`src/rtl/ect_pkg.sv`:
```
package ect_pkg;
    typedef enum logic [1:0] {
        EDGE_NONE = 2'b00,
        EDGE_RISE = 2'b01,
        EDGE_FALL = 2'b10,
        EDGE_BOTH = 2'b11
    } edge_pol_e;

    localparam logic [1:0] MODE_CLR_START = 2'b10;

    // Valid edge for a polarity setting
    function automatic logic pick_edge(input logic [1:0] pol, input logic rise, input logic fall);
        case (edge_pol_e'(pol))
            EDGE_RISE: pick_edge = rise;
            EDGE_FALL: pick_edge = fall;
            EDGE_BOTH: pick_edge = rise | fall;
            default:   pick_edge = 1'b0;
        endcase
    endfunction

    // Opposite-phase edge; none for "none" and "both"
    function automatic logic pick_opp(input logic [1:0] pol, input logic rise, input logic fall);
        case (edge_pol_e'(pol))
            EDGE_RISE: pick_opp = fall;
            EDGE_FALL: pick_opp = rise;
            default:   pick_opp = 1'b0;
        endcase
    endfunction
endpackage

```
`src/rtl/ect_sync.sv`:
```
module ect_sync #(
    parameter int STAGES = 2
) (
    input  logic clk,
    input  logic rst_n,
    input  logic d_i,
    output logic q_o
);
    logic [STAGES-1:0] chain_q;

    generate
        if (STAGES == 1) begin : g_one
            always_ff @(posedge clk) begin
                if (!rst_n) chain_q <= '0;
                else        chain_q <= d_i;
            end
        end else begin : g_many
            always_ff @(posedge clk) begin
                if (!rst_n) chain_q <= '0;
                else        chain_q <= {chain_q[STAGES-2:0], d_i};
            end
        end
    endgenerate

    assign q_o = chain_q[STAGES-1];
endmodule

```
`src/rtl/ect_edge_det.sv`:
```
module ect_edge_det (
    input  logic clk,
    input  logic rst_n,
    input  logic lvl_i,
    output logic rise_o,
    output logic fall_o
);
    logic prev_q;

    always_ff @(posedge clk) begin
        if (!rst_n) prev_q <= 1'b0;
        else        prev_q <= lvl_i;
    end

    assign rise_o = lvl_i & ~prev_q;
    assign fall_o = ~lvl_i & prev_q;
endmodule

```
`src/rtl/edge_clr_timer.sv`:
```
module edge_clr_timer #(
    parameter int CNT_W       = 16,
    parameter int SYNC_STAGES = 2
) (
    input  logic             clk,
    input  logic             rst_n,
    input  logic [1:0]       mode_i,
    input  logic             tick_i,
    input  logic             tick_from_edge_i,
    input  logic             pri_i,
    input  logic             sec_i,
    input  logic [1:0]       pri_pol_i,
    input  logic [1:0]       sec_pol_i,
    input  logic [1:0]       cap_sel_i,
    input  logic             cap0_src_i,
    input  logic             wr_en_i,
    input  logic             wr_sel_i,
    input  logic [CNT_W-1:0] wr_data_i,
    output logic             irq0_o,
    output logic             irq1_o,
    output logic             ovf_o,
    output logic [CNT_W-1:0] reg0_o,
    output logic [CNT_W-1:0] reg1_o
);
    import ect_pkg::*;

    localparam int               N_IN    = 2;
    localparam logic [CNT_W-1:0] CNT_MAX = {CNT_W{1'b1}};

    typedef struct packed {
        logic [CNT_W-1:0] cnt;
        logic [CNT_W-1:0] reg0;
        logic [CNT_W-1:0] reg1;
        logic             irq0;
        logic             irq1;
        logic             ovf;
    } state_t;

    state_t st_d, st_q;

    // index 0: primary, index 1: secondary
    logic [N_IN-1:0] raw_lvl, sync_lvl, rise_ev, fall_ev;
    assign raw_lvl = {sec_i, pri_i};

    for (genvar i = 0; i < N_IN; i++) begin : g_in
        ect_sync #(.STAGES(SYNC_STAGES)) u_sync (
            .clk  (clk),
            .rst_n(rst_n),
            .d_i  (raw_lvl[i]),
            .q_o  (sync_lvl[i])
        );
        ect_edge_det u_edge (
            .clk   (clk),
            .rst_n (rst_n),
            .lvl_i (sync_lvl[i]),
            .rise_o(rise_ev[i]),
            .fall_o(fall_ev[i])
        );
    end

    logic             run, pri_hit, pri_opp, sec_hit, cap0_ev, cap1_ev;
    logic [CNT_W-1:0] cnt_inc;

    always_comb begin
        run     = (mode_i == MODE_CLR_START);
        pri_hit = pick_edge(pri_pol_i, rise_ev[0], fall_ev[0]);
        pri_opp = pick_opp(pri_pol_i, rise_ev[0], fall_ev[0]);
        sec_hit = pick_edge(sec_pol_i, rise_ev[1], fall_ev[1]);
        cap0_ev = run && cap_sel_i[0] && (cap0_src_i ? pri_opp : sec_hit);
        cap1_ev = run && cap_sel_i[1] && pri_hit;
        cnt_inc = st_q.cnt + 1'b1;

        st_d      = st_q;
        st_d.irq0 = 1'b0;
        st_d.irq1 = 1'b0;
        st_d.ovf  = 1'b0;

        // software write, overridden below by a same-cycle capture
        if (wr_en_i) begin
            if (wr_sel_i) st_d.reg1 = wr_data_i;
            else          st_d.reg0 = wr_data_i;
        end

        // counter: inactive / held, then edge clear, then tick
        if (!run || tick_from_edge_i || pri_hit) begin
            st_d.cnt = '0;
        end else if (tick_i) begin
            st_d.cnt = cnt_inc;
            st_d.ovf = (st_q.cnt == CNT_MAX);
            if (!cap_sel_i[0] && (cnt_inc == st_q.reg0)) st_d.irq0 = 1'b1;
            if (!cap_sel_i[1] && (cnt_inc == st_q.reg1)) st_d.irq1 = 1'b1;
        end

        // capture of the count held before any clear
        if (cap0_ev) begin
            st_d.reg0 = st_q.cnt;
            st_d.irq0 = 1'b1;
        end
        if (cap1_ev) begin
            st_d.reg1 = st_q.cnt;
            st_d.irq1 = 1'b1;
        end
    end

    always_ff @(posedge clk) begin
        if (!rst_n) st_q <= '0;
        else        st_q <= st_d;
    end

    assign irq0_o = st_q.irq0;
    assign irq1_o = st_q.irq1;
    assign ovf_o  = st_q.ovf;
    assign reg0_o = st_q.reg0;
    assign reg1_o = st_q.reg1;
endmodule

```
`config.mk`:
```
export PLATFORM = sky130hd
export DESIGN_NAME = edge_clr_timer
export DESIGN_NICKNAME = d
export VERILOG_FILES = /design/src/rtl/ect_pkg.sv /design/src/rtl/ect_sync.sv /design/src/rtl/ect_edge_det.sv /design/src/rtl/edge_clr_timer.sv
export SDC_FILE = /design/constraint.sdc
export NUM_CORES = 1
export LEC_CHECK = 0
export ABC_CLOCK_PERIOD_IN_PS = 2700
export BUFFER_PORTS_ARGS = -buffer_cell sky130_fd_sc_hd__buf_2
export CAP_MARGIN = 20
export CORE_MARGIN = 1.5
export CORE_UTILIZATION = 56
export DETAILED_ROUTE_END_ITERATION = 10
export PLACE_DENSITY = 0.8
export SETUP_SLACK_MARGIN = 0.05
export SKIP_CTS_REPAIR_TIMING = 1
export SYNTH_ARGS = -nofsm -noshare
export SYNTH_HDL_FRONTEND = slang
export SYNTH_HIERARCHICAL = 1
export SYNTH_SLANG_ARGS = --single-unit
```
`constraint.sdc`:
```
create_clock -name clk -period 2.7 [get_ports clk]
set_input_delay 0.27 -clock clk [delete_from_list [all_inputs] [get_ports clk]]
set_output_delay 0.27 -clock clk [all_outputs]
set_load 0.005 [all_outputs]
```
==> metrics.md <==
| Metric | Value |
|---|---|
| Via count of the first global-routing pass | `3062` |
| Antenna-violating nets left | `0` |
| CTS clock-pin slew for the worst setup and hold paths | `0.07 ns` |
| Reg-to-reg critical path endpoint | `irq0_o$_SDFF_PN0_` |
| Synth top area share | `31.1%` |
| Final setup fails | `0` |
| CTS tree | `done` |
| Type of the worst setup path | `register to register` |
| Initial Util | `57.8%` |
| Placed instance area | `3770 um2` |
| Worst clock skew | `0.00690 ns` |
| Largest net degree at the start of global routing | `34` |
| First-pass GRT wire length | `14800 um` |
| Hold Path End | `g_in[1].u_sync/chain_q[0]$_SDFF_PN0_` |
| Sequential Area | `1140 um2` |
| Reg2reg setup slack | `0.25 ns` |
| CTS root buffer | `clkbuf_8` |
| R2R cell count | `6` |
| Dpl hpwl | `6650 um` |
| Slew Limit Fails | `0` |
| Yosys warns | `6` |
| Met3 GRT Util | `4.35%` |
| Maximum VDD drop | `0.379 mV` |
| Post-Syn Area | `3670 um2` |
| Clock net sink count | `57` |
| Ant diodes | `0` |
| FFs w/ async S/R, synth | `0%` |
| FF-to-FF Start | `st_q[36]$_SDFFE_PP0P_` |
| Top Ports | `68` |
| Netlist cell types | `56` |
| Detail-routed via count per cell | `5.89` |
| Fill count | `530` |
| Max Freq | `408 MHz` |
| Cell area after layout | `3980 um2` |
| Number of flops mapped to enable cells by yosys | `0` |
| RePlAce Congestion | `0.939` |
| Overflow after GRT | `0` |
| Nets | `504` |
| Tcrit/Tclk final | `90.7%` |
| Met2 GRT Util | `43.0%` |
| Req. time, crit path | `2.96 ns` |
| Fin worst setup slack | `0.251 ns` |
| Routed vias | `3229` |
| Die Area | `7050 um2` |
| Pre-CTS setup slack | `0.298 ns` |
| Crit path launch type | `register` |
| Seq/Total Area, Yosys | `31.1%` |
| Tot GR Track Use | `26.7%` |
| GRT busiest layer | `met2` |
| Clock latency on the worst-skew pair | `0.34 ns` |
| Post-synth top cells | `59 x nor2_1, 57 x dfxtp_1, 39 x buf_4, 35 x xnor2_1, 32 x nand2_1` |
| TritonCTS buffer count | `9` |
| Clk buf depth | `2` |
| Multi-input logic area | `2090 um2` |
| Worst slew pin tran | `0.673 ns` |
| Chip Height | `84.0 um` |
| Synth Register Bits | `57` |
| Cell taking the most area after synthesis | `dfxtp_1` |
| Top-count cell post-synth | `nor2_1` |
| Die Span X | `84.0 um` |
| # rows | `29` |
| CTS H-tree lvls | `3` |
| RSZ-0062 raised after global routing | `false` |
| Static Leak | `1.68 nW` |
| DR WL/cell | `16.8 um` |
| Final min period | `2.45 ns` |
| Syn Inst Count | `444` |
| Detailed-route DRC error count | `0` |
| Hold Crit Class | `input port to register` |
| Synth area leaders | `dfxtp_1 31%, xnor2_1 8.4%, buf_4 8.0%, nor2_1 6.0%, xor2_1 4.8%` |
| Crit path DAT | `2.71 ns` |
| Setup TNS Final | `0 ns` |
| CORE AREA | `6350 um2` |
| DRT iter0 DRCs | `239` |
| Port bufs | `67` |
| CP Max Fanout | `7` |
| Final hold viol count | `0` |
| Layout cells sized above 1 | `22.7%` |
| P per Cell Area | `502 nW/um2` |
| Drt pass-1 iters | `5` |
| Post-Syn Nets | `482` |
| Syn avg cell area | `8.27 um2` |
| Crit. End Element | `register` |
| GR Layer Usage met1 | `34.7%` |
| WL final | `9180 um` |
| Post-synth top flop | `dfxtp_1` |
| Initial antenna violation count | `0` |
| Relative slew slack | `55.0%` |
| Area Overhead vs Synth | `8.46%` |
| WHS | `0.133 ns` |
| Status | `finished clean` |
| Hold Path Cell Cnt | `2` |
| Hold Path Origin | `sec_i` |
| Max Cap Violations | `0` |
==> sequential cells by signal, summed over array words and instances (netlist names) <==
signal	flops
ovf_o	1
st_q	16
reg0_o	16
g_in.u_edge/prev_q	2
irq0_o	1
g_in.u_sync/chain_q	4
irq1_o	1
reg1_o	16
==> per-layer routing <==
metal	routed length (um)	share of wire (%)	vias to the layer above
met3	550	6.0	22
met4	229	2.5	0
met5	0	0	-
met1	4060	44	1518
met2	4340	47	128
li1	-	-	1561
==> stage by stage <==
| step | util [%] | cells | power, mW |
|---|---|---|---|
| final | 62.7 | 548 | 2.00 |
| after global routing | 62.7 | 548 | 2.07 |
| after CTS | 62.7 | 548 | 2.00 |
| after detailed placement | 59.4 | 532 | 1.14 |
| after global placement | 59.4 | 532 | 1.14 |
| after floorplan | - | 444 | 1.08 |
==> placed cells by master, fill, tap and decap left out, drive strengths merged, types with 2 or more instances in the layout <==
cell	count
buf	77
nor2	59
dfxtp	57
xnor2	35
nand2	32
nand3	26
xor2	20
a211oi	17
mux2i	16
a311oi	16
clkbuf	10
inv	9
nand4	9
nor3	7
nor2b	7
and2	7
o21ai	6
a31oi	6
a21oi	5
ha	5
or2	4
and3	4
and4	4
clkinv	3
or3	3
a22oi	2
nand4b	2
bufinv	2
nor4	2
or4	2
o31ai	2
==> area by class of cell <==
cell class | instances | share of cell area [%]
repair buffers | 77 | 10.3
well taps | 77 | 2.42
clock buffers | 10 | 3.21
flip-flops and latches | 57 | 28.7
inverters | 9 | 0.849
multi-input cells | 312 | 52.5
clock inverters | 6 | 2.07
==> critical path, stage by stage, from the launching register on <==
cell     delay [ns]
dfxtp_1        0.45
ha_1           0.32
nand3_4        0.14
or4_4          0.60
a32o_1         0.22
or4_1          0.41
o31ai_2        0.22
==> worst max-delay path by stage <==
stage,from,end,slack [ns],depth (start not counted)
final,st_q[36]$_SDFFE_PP0P_,irq0_o$_SDFF_PN0_,0.25,6
after global routing,st_q[36]$_SDFFE_PP0P_,irq0_o$_SDFF_PN0_,0.15,6
after CTS,st_q[36]$_SDFFE_PP0P_,irq0_o$_SDFF_PN0_,0.28,6
after detailed placement,st_q[36]$_SDFFE_PP0P_,irq0_o$_SDFF_PN0_,0.30,6
after global placement,st_q[36]$_SDFFE_PP0P_,irq0_o$_SDFF_PN0_,0.37,6
after floorplan,st_q[36]$_SDFFE_PP0P_,irq0_o$_SDFF_PN0_,0.45,6
==> power breakdown <==
| group | switching, mW | internal, mW | leakage, nW |
|---|---|---|---|
| clock network | 0.356 | 0.515 | 0.106 |
| logic | 0.120 | 0.104 | 1.11 |
| registers | 0.0299 | 0.872 | 0.465 |
==> cell families (layout without fill, tap and decap cells) <==
| logic type | count (synthesis) | after routing | synth area share [%] |
|---|---|---|---|
| AOI/OAI and AO/OA | 64 | 64 | 13.2 |
| xor gates and xnor gates | 56 | 56 | 13.7 |
| adders and majority gates | 5 | 5 | 1.70 |
| buffers and inverters | 75 | 102 | 12.1 |
| DFF | 57 | 57 | 31.1 |
| muxes | 16 | 16 | 4.36 |
| and+or+nand+nor | 171 | 171 | 23.8 |
Note: power is estimated with default switching activity, not from simulation.
